<file path="src/rtl/otp_seq_pkg.sv">
package otp_seq_pkg;
  typedef enum logic [1:0] {
    SUP_OFF  = 2'd0,
    SUP_3V0  = 2'd1,
    SUP_4V0  = 2'd2,
    SUP_HIGH = 2'd3
  } sup_lvl_e;

  typedef enum logic [1:0] {
    OE_LOW   = 2'd0,
    OE_HIGH  = 2'd1,
    OE_CHECK = 2'd2
  } oe_lvl_e;

  typedef enum logic [1:0] {
    AS_CNT   = 2'd0,
    AS_PAT_A = 2'd1,
    AS_PAT_B = 2'd2
  } addr_src_e;

  typedef enum logic [3:0] {
    ST_IDLE,
    ST_CC_SET,
    ST_CC_A,
    ST_CC_B,
    ST_PG_SET,
    ST_PG_ADDR,
    ST_PG_PULSE,
    ST_PG_HOLD,
    ST_VF_ADDR,
    ST_VF_READ,
    ST_RD_SET,
    ST_RD_READ,
    ST_DONE
  } seq_st_e;
endpackage

</file>
<file path="src/rtl/otp_seq_timer.sv">
module otp_seq_timer #(
  parameter int CNT_W = 4
) (
  input  logic             clk,
  input  logic             rst,
  input  logic             tick,
  input  logic             load,
  input  logic [CNT_W-1:0] load_val,
  output logic             expired
);
  logic [CNT_W-1:0] cnt_q;

  always_ff @(posedge clk) begin
    if (rst)                     cnt_q <= '0;
    else if (load)               cnt_q <= load_val;
    else if (tick && cnt_q != '0) cnt_q <= cnt_q - 1'b1;
  end

  assign expired = (cnt_q == '0);

  // Without a reload the remaining wait never grows (settle windows, R5)
  assert_timer_monotone_R5: assert property (@(posedge clk) disable iff (rst)
    !load |=> (cnt_q <= $past(cnt_q)));
endmodule

</file>
<file path="src/rtl/otp_seq_addr.sv">
module otp_seq_addr #(
  parameter int ADDR_W    = 21,
  parameter int LAST_ADDR = 2097151
) (
  input  logic              clk,
  input  logic              rst,
  input  logic              clr,
  input  logic              inc,
  output logic [ADDR_W-1:0] cnt,
  output logic              at_last
);
  localparam logic [ADDR_W-1:0] LAST_V = ADDR_W'(LAST_ADDR);

  logic [ADDR_W-1:0] cnt_q;

  always_ff @(posedge clk) begin
    if (rst || clr)          cnt_q <= '0;
    else if (inc && !at_last) cnt_q <= cnt_q + 1'b1;
  end

  assign cnt     = cnt_q;
  assign at_last = (cnt_q == LAST_V);

  assert_addr_range_R3: assert property (@(posedge clk) disable iff (rst)
    cnt_q <= LAST_V);
endmodule

</file>
<file path="src/rtl/otp_seq_retry.sv">
module otp_seq_retry #(
  parameter int MAX_RETRY = 2
) (
  input  logic clk,
  input  logic rst,
  input  logic clr,
  input  logic inc,
  output logic at_max
);
  localparam int RW = $clog2(MAX_RETRY + 2);
  localparam logic [RW-1:0] MAX_V = RW'(MAX_RETRY);

  logic [RW-1:0] cnt_q;

  always_ff @(posedge clk) begin
    if (rst || clr)         cnt_q <= '0;
    else if (inc && !at_max) cnt_q <= cnt_q + 1'b1;
  end

  assign at_max = (cnt_q == MAX_V);

  assert_retry_bound_R6: assert property (@(posedge clk) disable iff (rst)
    cnt_q <= MAX_V);
endmodule

</file>
<file path="src/rtl/otp_prog_seq.sv">
module otp_prog_seq
  import otp_seq_pkg::*;
#(
  parameter int ADDR_W       = 21,
  parameter int DATA_W       = 16,
  parameter int LAST_ADDR    = 2097151,
  parameter int SETTLE_TICKS = 3,
  parameter int PULSE_TICKS  = 10,
  parameter int SETUP_TICKS  = 1,
  parameter int RD_TICKS     = 1,
  parameter int MAX_RETRY    = 2
) (
  input  logic              clk,
  input  logic              rst,
  input  logic              start,
  input  logic              us_tick,
  input  logic [DATA_W-1:0] exp_data,
  input  logic [DATA_W-1:0] rd_data,
  output logic [1:0]        vcc_sel,
  output logic [1:0]        vpp_sel,
  output logic              ce_n,
  output logic [1:0]        oe_lvl,
  output logic [ADDR_W-1:0] addr,
  output logic [DATA_W-1:0] wr_data,
  output logic              data_drive,
  output logic              done,
  output logic              pass
);
  localparam int MAX_AB = (SETTLE_TICKS > PULSE_TICKS) ? SETTLE_TICKS : PULSE_TICKS;
  localparam int MAX_CD = (SETUP_TICKS > RD_TICKS) ? SETUP_TICKS : RD_TICKS;
  localparam int MAX_T  = (MAX_AB > MAX_CD) ? MAX_AB : MAX_CD;
  localparam int TW     = $clog2(MAX_T + 1);
  localparam logic [TW-1:0] T_SETTLE = TW'(SETTLE_TICKS);
  localparam logic [TW-1:0] T_PULSE  = TW'(PULSE_TICKS);
  localparam logic [TW-1:0] T_SETUP  = TW'(SETUP_TICKS);
  localparam logic [TW-1:0] T_RD     = TW'(RD_TICKS);
  localparam logic [DATA_W-1:0] PAT_A = {(DATA_W/2){2'b10}};
  localparam logic [DATA_W-1:0] PAT_B = ~PAT_A;

  seq_st_e      st_q, st_d;
  logic [1:0]   vcc_q, vcc_d, vpp_q, vpp_d, oe_q, oe_d, asrc_q, asrc_d;
  logic         ce_n_q, ce_d, drv_q, drv_d, done_q, done_d, pass_q, pass_d, vfy_q, vfy_d;
  logic [DATA_W-1:0] wr_q;

  logic          t_load, t_exp;
  logic [TW-1:0] t_val;
  logic          a_clr, a_inc, a_last;
  logic [ADDR_W-1:0] a_cnt;
  logic          r_clr, r_inc, r_max;
  logic          fail_now, pass_now;

  otp_seq_timer #(.CNT_W(TW)) timer_i (
    .clk(clk), .rst(rst), .tick(us_tick), .load(t_load),
    .load_val(t_val), .expired(t_exp)
  );

  otp_seq_addr #(.ADDR_W(ADDR_W), .LAST_ADDR(LAST_ADDR)) addr_i (
    .clk(clk), .rst(rst), .clr(a_clr), .inc(a_inc),
    .cnt(a_cnt), .at_last(a_last)
  );

  otp_seq_retry #(.MAX_RETRY(MAX_RETRY)) retry_i (
    .clk(clk), .rst(rst), .clr(r_clr), .inc(r_inc), .at_max(r_max)
  );

  always_comb begin
    st_d   = st_q;   vcc_d  = vcc_q;  vpp_d  = vpp_q;  ce_d   = ce_n_q;
    oe_d   = oe_q;   asrc_d = asrc_q; drv_d  = drv_q;  done_d = done_q;
    pass_d = pass_q; vfy_d  = vfy_q;
    t_load = 1'b0;   t_val  = '0;
    a_clr  = 1'b0;   a_inc  = 1'b0;   r_clr  = 1'b0;   r_inc  = 1'b0;
    fail_now = 1'b0; pass_now = 1'b0;
    unique case (st_q)
      ST_IDLE, ST_DONE: begin
        if (start) begin
          st_d = ST_CC_SET; vcc_d = SUP_4V0; vpp_d = SUP_4V0;
          ce_d = 1'b1; oe_d = OE_HIGH; asrc_d = AS_CNT; drv_d = 1'b0;
          done_d = 1'b0; pass_d = 1'b0; vfy_d = 1'b0; a_clr = 1'b1;
          t_load = 1'b1; t_val = T_SETTLE;
        end
      end
      ST_CC_SET: if (t_exp) begin
        st_d = ST_CC_A; ce_d = 1'b0; oe_d = OE_CHECK; asrc_d = AS_PAT_A;
        t_load = 1'b1; t_val = T_RD;
      end
      ST_CC_A: if (t_exp) begin
        if (rd_data == ~PAT_A) begin
          st_d = ST_CC_B; asrc_d = AS_PAT_B; t_load = 1'b1; t_val = T_RD;
        end else fail_now = 1'b1;
      end
      ST_CC_B: if (t_exp) begin
        if (rd_data == ~PAT_B) begin
          st_d = ST_PG_SET; vpp_d = SUP_HIGH; ce_d = 1'b1; oe_d = OE_HIGH;
          asrc_d = AS_CNT; t_load = 1'b1; t_val = T_SETTLE;
        end else fail_now = 1'b1;
      end
      ST_PG_SET: if (t_exp) begin
        st_d = ST_PG_ADDR; drv_d = 1'b1; t_load = 1'b1; t_val = T_SETUP;
      end
      ST_PG_ADDR: if (t_exp) begin
        st_d = ST_PG_PULSE; ce_d = 1'b0; t_load = 1'b1; t_val = T_PULSE;
      end
      ST_PG_PULSE: if (t_exp) begin
        st_d = ST_PG_HOLD; ce_d = 1'b1; t_load = 1'b1; t_val = T_SETUP;
      end
      ST_PG_HOLD: if (t_exp) begin
        if (vfy_q) begin
          st_d = ST_VF_READ; oe_d = OE_LOW; drv_d = 1'b0;
          t_load = 1'b1; t_val = T_RD;
        end else if (a_last) begin
          st_d = ST_VF_ADDR; a_clr = 1'b1; r_clr = 1'b1; vfy_d = 1'b1;
          drv_d = 1'b0; t_load = 1'b1; t_val = T_SETUP;
        end else begin
          st_d = ST_PG_ADDR; a_inc = 1'b1; t_load = 1'b1; t_val = T_SETUP;
        end
      end
      ST_VF_ADDR: if (t_exp) begin
        st_d = ST_VF_READ; oe_d = OE_LOW; t_load = 1'b1; t_val = T_RD;
      end
      ST_VF_READ: if (t_exp) begin
        oe_d = OE_HIGH;
        if (rd_data == exp_data) begin
          if (a_last) begin
            st_d = ST_RD_SET; vcc_d = SUP_3V0; vpp_d = SUP_3V0; a_clr = 1'b1;
            t_load = 1'b1; t_val = T_SETTLE;
          end else begin
            st_d = ST_VF_ADDR; a_inc = 1'b1; r_clr = 1'b1;
            t_load = 1'b1; t_val = T_SETUP;
          end
        end else if (r_max) begin
          fail_now = 1'b1;
        end else begin
          st_d = ST_PG_ADDR; r_inc = 1'b1; drv_d = 1'b1;
          t_load = 1'b1; t_val = T_SETUP;
        end
      end
      ST_RD_SET: if (t_exp) begin
        st_d = ST_RD_READ; ce_d = 1'b0; oe_d = OE_LOW; t_load = 1'b1; t_val = T_RD;
      end
      ST_RD_READ: if (t_exp) begin
        if (rd_data != exp_data) fail_now = 1'b1;
        else if (a_last)         pass_now = 1'b1;
        else begin
          a_inc = 1'b1; t_load = 1'b1; t_val = T_RD;
        end
      end
      default: st_d = ST_IDLE;
    endcase
    if (fail_now || pass_now) begin
      st_d = ST_DONE; vcc_d = SUP_OFF; vpp_d = SUP_OFF; ce_d = 1'b1;
      oe_d = OE_HIGH; asrc_d = AS_CNT; drv_d = 1'b0;
      done_d = 1'b1; pass_d = pass_now;
    end
  end

  always_ff @(posedge clk) begin
    if (rst) begin
      st_q   <= ST_IDLE; vcc_q <= SUP_OFF; vpp_q <= SUP_OFF; ce_n_q <= 1'b1;
      oe_q   <= OE_HIGH; asrc_q <= AS_CNT; drv_q <= 1'b0; done_q <= 1'b0;
      pass_q <= 1'b0;    vfy_q <= 1'b0;   wr_q  <= '0;
    end else begin
      st_q   <= st_d;   vcc_q  <= vcc_d;  vpp_q <= vpp_d; ce_n_q <= ce_d;
      oe_q   <= oe_d;   asrc_q <= asrc_d; drv_q <= drv_d; done_q <= done_d;
      pass_q <= pass_d; vfy_q  <= vfy_d;
      if (st_q == ST_PG_ADDR) wr_q <= exp_data;
    end
  end

  assign vcc_sel    = vcc_q;
  assign vpp_sel    = vpp_q;
  assign ce_n       = ce_n_q;
  assign oe_lvl     = oe_q;
  assign wr_data    = wr_q;
  assign data_drive = drv_q;
  assign done       = done_q;
  assign pass       = pass_q;
  assign addr       = (asrc_q == AS_PAT_A) ? ADDR_W'(PAT_A) :
                      (asrc_q == AS_PAT_B) ? ADDR_W'(PAT_B) : a_cnt;

  assert_check_level_R2: assert property (@(posedge clk) disable iff (rst)
    (oe_q == OE_CHECK) |-> (vcc_q == SUP_4V0 && vpp_q == SUP_4V0 && !ce_n_q));

  assert_pulse_supply_R3: assert property (@(posedge clk) disable iff (rst)
    (!ce_n_q && oe_q == OE_HIGH) |-> (vpp_q == SUP_HIGH && vcc_q == SUP_4V0));

  assert_addr_inhibit_R4: assert property (@(posedge clk) disable iff (rst)
    (vpp_q == SUP_HIGH && addr != $past(addr)) |-> (ce_n_q && oe_q == OE_HIGH));

  assert_read_low_R7: assert property (@(posedge clk) disable iff (rst)
    (st_q == ST_RD_READ) |-> (vcc_q == SUP_3V0 && vpp_q == SUP_3V0));

  assert_done_hold_R8: assert property (@(posedge clk) disable iff (rst)
    (done_q && !start) |=> (done_q && $stable(pass_q)));
endmodule

</file>
<file path="config.mk">
export PLATFORM = sky130hd
export DESIGN_NAME = otp_prog_seq
export DESIGN_NICKNAME = d
export VERILOG_FILES = /design/src/rtl/otp_seq_pkg.sv /design/src/rtl/otp_seq_timer.sv /design/src/rtl/otp_seq_addr.sv /design/src/rtl/otp_seq_retry.sv /design/src/rtl/otp_prog_seq.sv
export SDC_FILE = /design/constraint.sdc
export NUM_CORES = 1
export LEC_CHECK = 0
export ABC_AREA = 1
export BUFFER_PORTS_ARGS = -buffer_cell sky130_fd_sc_hd__clkbuf_2
export CAP_MARGIN = 20
export CELL_PAD_IN_SITES_DETAIL_PLACEMENT = 1
export CELL_PAD_IN_SITES_GLOBAL_PLACEMENT = 2
export CORE_ASPECT_RATIO = 1.2
export CORE_MARGIN = 2
export CORE_UTILIZATION = 29
export CTS_CLUSTER_DIAMETER = 40
export DETAILED_ROUTE_END_ITERATION = 8
export PLACE_DENSITY_LB_ADDON = 0.1
export SLEW_MARGIN = 25
export SYNTH_ARGS = -nofsm -noshare
export SYNTH_HDL_FRONTEND = slang
export SYNTH_HIERARCHICAL = 1
export SYNTH_SLANG_ARGS = --single-unit
</file>
<file path="constraint.sdc">
create_clock -name clk -period 2.8 [get_ports clk]
set_input_delay 0.28 -clock clk [delete_from_list [all_inputs] [get_ports clk]]
set_output_delay 0.28 -clock clk [all_outputs]
set_load 0.02 [all_outputs]
</file>
* Word level (Yosys, flattened, before mapping)
Cells that the tools add are included.
** Word-level totals
- Memories :: 0
- Latch bits :: 0
- Output and inout bits :: 47
- Bits in registers :: 60
- Logic and storage cells :: 236
- Bits of input ports :: 36
- Bits in read-only memories :: 0
- RAM bits :: 0
** Operators by class
- Bitwise logic cells :: 1
- Reduce and logical (&&, ||, !) cells :: 37
- Mux-type cells :: 123
- Add/sub/neg operators :: 3
- Divide/modulo/power cells :: 0
- Multiply operators :: 0
- $lt $le $gt $ge :: 0
- Equal/unequal tests :: 57
- Shift-type cells :: 0
** Operator list (number)
- $mux 4 :: 23
- $mux 1 :: 60
- $mux 2 :: 24
- $pmux 4 s12 :: 1
- $mux 21 :: 2
- $ne 3x3->1 const B :: 14
- $ne 2x2->1 const B :: 18
- $reduce_and 15->1 :: 2
- $pmux 4 s7 :: 1
- $add 21x1->21 const B :: 1
- $eq 21x21->1 const B :: 1
- $eq 4x4->1 const B :: 5
- $eq 16x15->1 const B :: 1
- $eq 16x16->1 :: 1
- $eq 16x16->1 const B :: 1
- $eq 4x3->1 const B :: 4
- $ne 16x16->1 :: 1
- $reduce_bool 4->1 :: 4
- $reduce_and 7->1 :: 2
- $pmux 1 s4 :: 3
- $pmux 2 s6 :: 1
- $reduce_bool 2->1 :: 5
- $reduce_and 9->1 :: 1
- $eq 4x2->1 const B :: 2
- 30 further kinds :: 43

* Logic depth before layout (Yosys ltp)
- Depth in word-level cells :: 8
- Depth in mapped cells :: 20
- Mapped depth without buffers :: 19

* Cells and area by module
Netlist, hierarchy kept.
** Modules (own cells, without submodules)
- otp_prog_seq :: cells an instance 476, times used 1, area each 2690.1 um^2, sequential area each 660.6 um^2
- otp_seq_addr :: cells an instance 192, times used 1, area each 1223.7 um^2, sequential area each 420.4 um^2
- otp_seq_timer :: cells an instance 41, times used 1, area each 274.0 um^2, sequential area each 80.1 um^2
- otp_seq_retry :: cells an instance 14, times used 1, area each 101.3 um^2, sequential area each 40.0 um^2

* Worst setup path after synthesis
No wires, ideal clock.
- Path kind :: register -> register
- Start point :: reg timer_i.cnt_q[0]
- End point :: reg addr_i.cnt_q[19], in the netlist addr_i/cnt[19]
- Stages on the path, launching flop included :: 19
- Buffers on the path :: 3
- Path slack :: 0.259 ns
- Library setup time :: 0.115 ns
- Required time :: 2.685 ns
- Period minus slack after synthesis :: 2.541 ns
- Data arrival time :: 2.426 ns
- Cells stage by stage :: dfxtp_1 inv_1 ha_1 nand3_2 inv_1 buf_4 clkinv_1 buf_2 nor2_1 nand3_1 o21ai_0 buf_2 nand2_1 nor2_1 nand3_1 nor3_1 nand3_1 nand2_1 nor2_1
** Between the ends
- Cells in the longest elaborated chain, start to end :: 4
- Elaborated cells between the ends (all ways) :: 10
- Those cells by class :: 7 x mux; 3 x reduce/logical
** RTL lines
- start, declared :: line otp_seq_timer.sv:11 : logic [CNT_W-1:0] cnt_q;
- start signal, assigned :: line otp_seq_timer.sv:15 : else if (load) cnt_q <= load_val;
- start signal, assigned :: line otp_seq_timer.sv:16 : else if (tick && cnt_q != '0) cnt_q <= cnt_q - 1'b1;
- $logic_not 4->1 * :: line otp_seq_timer.sv:19 : assign expired = (cnt_q == '0);
- net t_exp :: line otp_prog_seq.sv:45 : logic t_load, t_exp;
- $mux 1 (on tied branches) :: line otp_prog_seq.sv:140, otp_prog_seq.sv:106, otp_prog_seq.sv:120
- $pmux 1 s3 * :: line otp_prog_seq.sv:73 : unique case (st_q)
- net a_inc :: line otp_prog_seq.sv:47 : logic a_clr, a_inc, a_last;
- $logic_and 1x1->1 * :: line otp_seq_addr.sv:18 : else if (inc && !at_last) cnt_q <= cnt_q + 1'b1;
- end signal, assigned :: line otp_seq_addr.sv:18
- end, declared :: line otp_seq_addr.sv:14 : logic [ADDR_W-1:0] cnt_q;
The timed path passes the listed nets; every way through them passes the cells marked *.
A chain may end at the register's enable or synchronous reset.

* Worst setup path in the final report
- Start point :: reg addr_i.cnt_q[1], in the netlist addr_i/cnt[1]
- End point :: reg addr_i.cnt_q[19], in the netlist addr_i/cnt[19]
** Between the ends
- Cells in the longest elaborated chain, start to end :: 6
- Elaborated cells between the ends (all ways) :: 19
- Those cells by class :: 1 x add/sub; 1 x eq/ne; 14 x mux; 3 x reduce/logical
** RTL lines
- $eq 21x21->1 * :: line otp_seq_addr.sv:22 : assign at_last = (cnt_q == LAST_V);
- net a_last :: line otp_prog_seq.sv:47
- $mux 1 * :: line otp_prog_seq.sv:110, otp_prog_seq.sv:123, otp_prog_seq.sv:142
- $mux 1 (on tied branches) :: line otp_prog_seq.sv:141, otp_prog_seq.sv:107, otp_prog_seq.sv:122
- $mux 1 (on tied branches) :: line otp_prog_seq.sv:140, otp_prog_seq.sv:106, otp_prog_seq.sv:120
- $pmux 1 s3 * :: line otp_prog_seq.sv:73
- net a_inc :: line otp_prog_seq.sv:47
- $logic_and 1x1->1 * :: line otp_seq_addr.sv:18
Marked as above.

==> out/results.txt <==
Reg power frac -> 23.9%
FF-to-FF path depth -> 18
router iterations before antenna repair -> 6
CP startpoint -> addr_i/cnt[1]$_SDFFE_PP0P_
crit share post-route -> 89.7%
Synth-to-Final Area Change -> 22.9%
Worst Hold End -> wr_data[10]$_SDFFE_PP0P_
Worst Skew -> 0.00407 ns
HP Start -> exp_data[10]
area share of the largest cell type after synthesis -> 28.0%
Synth area leaders -> dfxtp_1 (28%), nand2_1 (18%), nor2_1 (10%), inv_1 (7.6%), nand3_1 (5.6%)
pin count of the biggest net entering global routing -> 33
vias in the first global route -> 4894
multi-input logic area -> 2620 sq um
nets -> 853
WHS -> 0.198 ns
fmax -> 398 MHz
critical path peak fanout -> 9
Die Ht -> 137 um
Placement Cell Area -> 4930 sq um
DR vias -> 4808
GRT Total Usage -> 19.4%
clock share of power -> 28.3%
Antenna Cells -> 0
drt via density -> 4.84
CTS tree -> done
Setup Buffers After CTS -> 0
Final Hold Fails -> 0
Max Slew Vio Count -> 0
Relative slew margins -> 52.3%
DIE AREA -> 15800 sq um
Sw Ratio -> 43.9%
maximum root-to-sink buffer count -> 2
hold depth -> 3
final setup violation count -> 0
H-tree Lvls -> 3
Rows -> 48
commonest cells after routing, fill and taps aside -> nand2_1 (201), nor2_1 (118), inv_1 (86)
post-route ant nets -> 0
GRT overflow -> 0
FF/Latch Area -> 1200 sq um
Final Worst Setup Slack -> 0.289 ns
worst reg2reg startpoint -> addr_i/cnt[1]$_SDFFE_PP0P_
Logic pwr share -> 47.8%
port bufs -> 82
Reg2Reg Setup Slack -> 0.29 ns
Final HPWL DP -> 11800 um
crit path kind -> reg -> reg
worst slack, placed -> 0.157 ns
Hold Buf Count CTS -> 0
Reg2Reg Capture Point -> addr_i/cnt[19]$_SDFFE_PP0P_
clock period minus worst slack -> 2.51 ns
cell-internal power -> 2.57 mW
CTS Buf Count -> 9
die width -> 115 um
drt drc -> 0
total of fill cells in the finished design -> 1952
Synth Cell Area -> 4290 sq um
I/O pin cnt -> 83
Peak VDD IR -> 0.340 mV
Req. time, crit path -> 3.04 ns
status -> finished, final reports clean
Post-CTS Resized -> 0
CTS clk-pin slew, worst paths -> 0.06 ns
Leak Pwr -> 2.68 nW
global-route wire length before repair -> 24000 um
syn avg cell area -> 5.93 sq um
Pwr Density -> 867 nW/um^2
final instance area -> 5270 sq um
Worst-Margin Slew -> 0.714 ns
sequential share of the synthesized area -> 28.0%
antenna violations before repair -> 0
Skew-Pair Late Insertion Delay -> 0.34 ns
Warnings, synthesis -> 6
Setup crit end kind -> flop
drt initial violations -> 181
library cells used by synthesis -> 44
RSZ-0062 raised after global routing -> no
P_sw -> 2.00 mW
CTS Sinks -> 60
fraction of layout cells with a size suffix above 1 -> 21.4%
Root Driver -> clkbuf_16
max_cap viols -> 0
Arr. time, crit path -> 2.75 ns
GPL Wtd Cong -> 0.834
Syn Nets -> 762
Setup TNS -> 0 ns
Gate Count Post-Synth -> 723
worst hold path class -> in -> reg
Initial Util -> 29.8%
Startpoint Class -> flop
WL final -> 14700 um
Yosys reg bits -> 60
Yosys top cell by area -> dfxtp_1
WL per Instance -> 14.8 um
core area -> 14400 sq um
most common cell after layout, fill and taps aside -> nand2_1
per-layer routing:
metal / part of all wire, % / global-route usage, % / vias to the layer above / wire length, um
met5: 0 / 0 / - / 0
met4: 2.5 / 8.70 / 0 / 367
met3: 2.8 / 2.42 / 21 / 407
met2: 53 / 35.8 / 76 / 7730
met1: 42 / 22.1 / 2241 / 6190
li1: - / - / 2470 / -
power by group through the flow:
stage | clock [mW] | sequential [mW] | combinational [mW]
after global placement | 0 | 1.10 | 2.16
after detailed placement | 0 | 1.11 | 2.20
after global routing | 1.36 | 1.12 | 2.46
after floorplan | 0 | 1.18 | 1.52
after CTS | 1.33 | 1.10 | 2.22
final | 1.29 | 1.09 | 2.18
how the worst max path moves through the flow:
stage                             endpoint  slack (ns)  depth (start not counted)
2_1_floorplan  addr_i/cnt[19]$_SDFFE_PP0P_        0.26                         18
3_3_place_gp   addr_i/cnt[20]$_SDFFE_PP0P_        0.17                         14
3_5_place_dp   addr_i/cnt[19]$_SDFFE_PP0P_        0.16                         18
4_1_cts        addr_i/cnt[20]$_SDFFE_PP0P_        0.12                         14
5_1_grt        addr_i/cnt[19]$_SDFFE_PP0P_       0.003                         18
6_report       addr_i/cnt[19]$_SDFFE_PP0P_        0.29                         18
cells by family after synthesis:
| kind of cell | after synthesis | synth area share [%] |
|---|---|---|
| simple gates | 444 | 47.3 |
| buf+inv | 118 | 11.3 |
| compound gates | 94 | 11.9 |
| flops | 60 | 28.0 |
| xor+xnor | 3 | 0.613 |
| fa+ha+maj | 3 | 0.875 |
| other cells | 1 | 0.0874 |
per-stage QoR:
step	util (%)	power, mW	cells
finish	36.6	4.57	994
floorplan	-	2.70	723
detailed placement	34.2	3.32	978
CTS	36.5	4.64	994
global placement	34.2	3.26	978
global route	36.6	4.93	994
state kept, by name, indices dropped and copies added, names as in the netlist:
name and count:
wr_data 16, pass 1, vfy_q 1, ce_n 1, retry_i/cnt_q 2, data_drive 1
timer_i/cnt_q 4, vpp_sel 2, done 1, addr_i/cnt 21, asrc_q 2, oe_lvl 2
vcc_sel 2, st_q 4
worst max-delay path, stage by stage, from the launching register on:
cell	delay [ns]
dfxtp_1	0.36
ha_1	0.24
nand2_2	0.10
nor2_4	0.05
nand2_1	0.07
nor2_2	0.07
nand3_4	0.06
inv_1	0.06
inv_2	0.11
nand3_1	0.14
o21ai_0	0.20
buf_4	0.19
nand2_1	0.08
nor2_1	0.19
nand3_2	0.15
nor3_2	0.16
nand3_1	0.09
nand2_1	0.06
nor2_1	0.04
final cells by class:
class / count / share of cell area, %
Multi-Input combinational cell: 545 / 49.6
Sequential cell: 60 / 22.8
Timing Repair Buffer: 94 / 9.49
Inverter: 104 / 7.62
Clock buffer: 11 / 4.41
Tap cell: 175 / 4.15
Clock inverter: 5 / 1.90
Yosys cell counts (all sizes together):
cell type  number
nand4          14
buf             6
xor2            2
nand3b          1
o21ai          37
ha              3
o211ai          3
a31oi           1
nor4            1
nor2          136
or2             2
a22oi           1
nor3           17
dfxtp          60
clkinv          3
nand2         217
o21a            1
xnor2           1
o2111ai         1
o31ai           1
inv           101
nand3          56
conb            1
a21boi          1
o22ai           1
clkbuf          8
a21oi          47
Note: power is estimated with default switching activity, not from simulation.
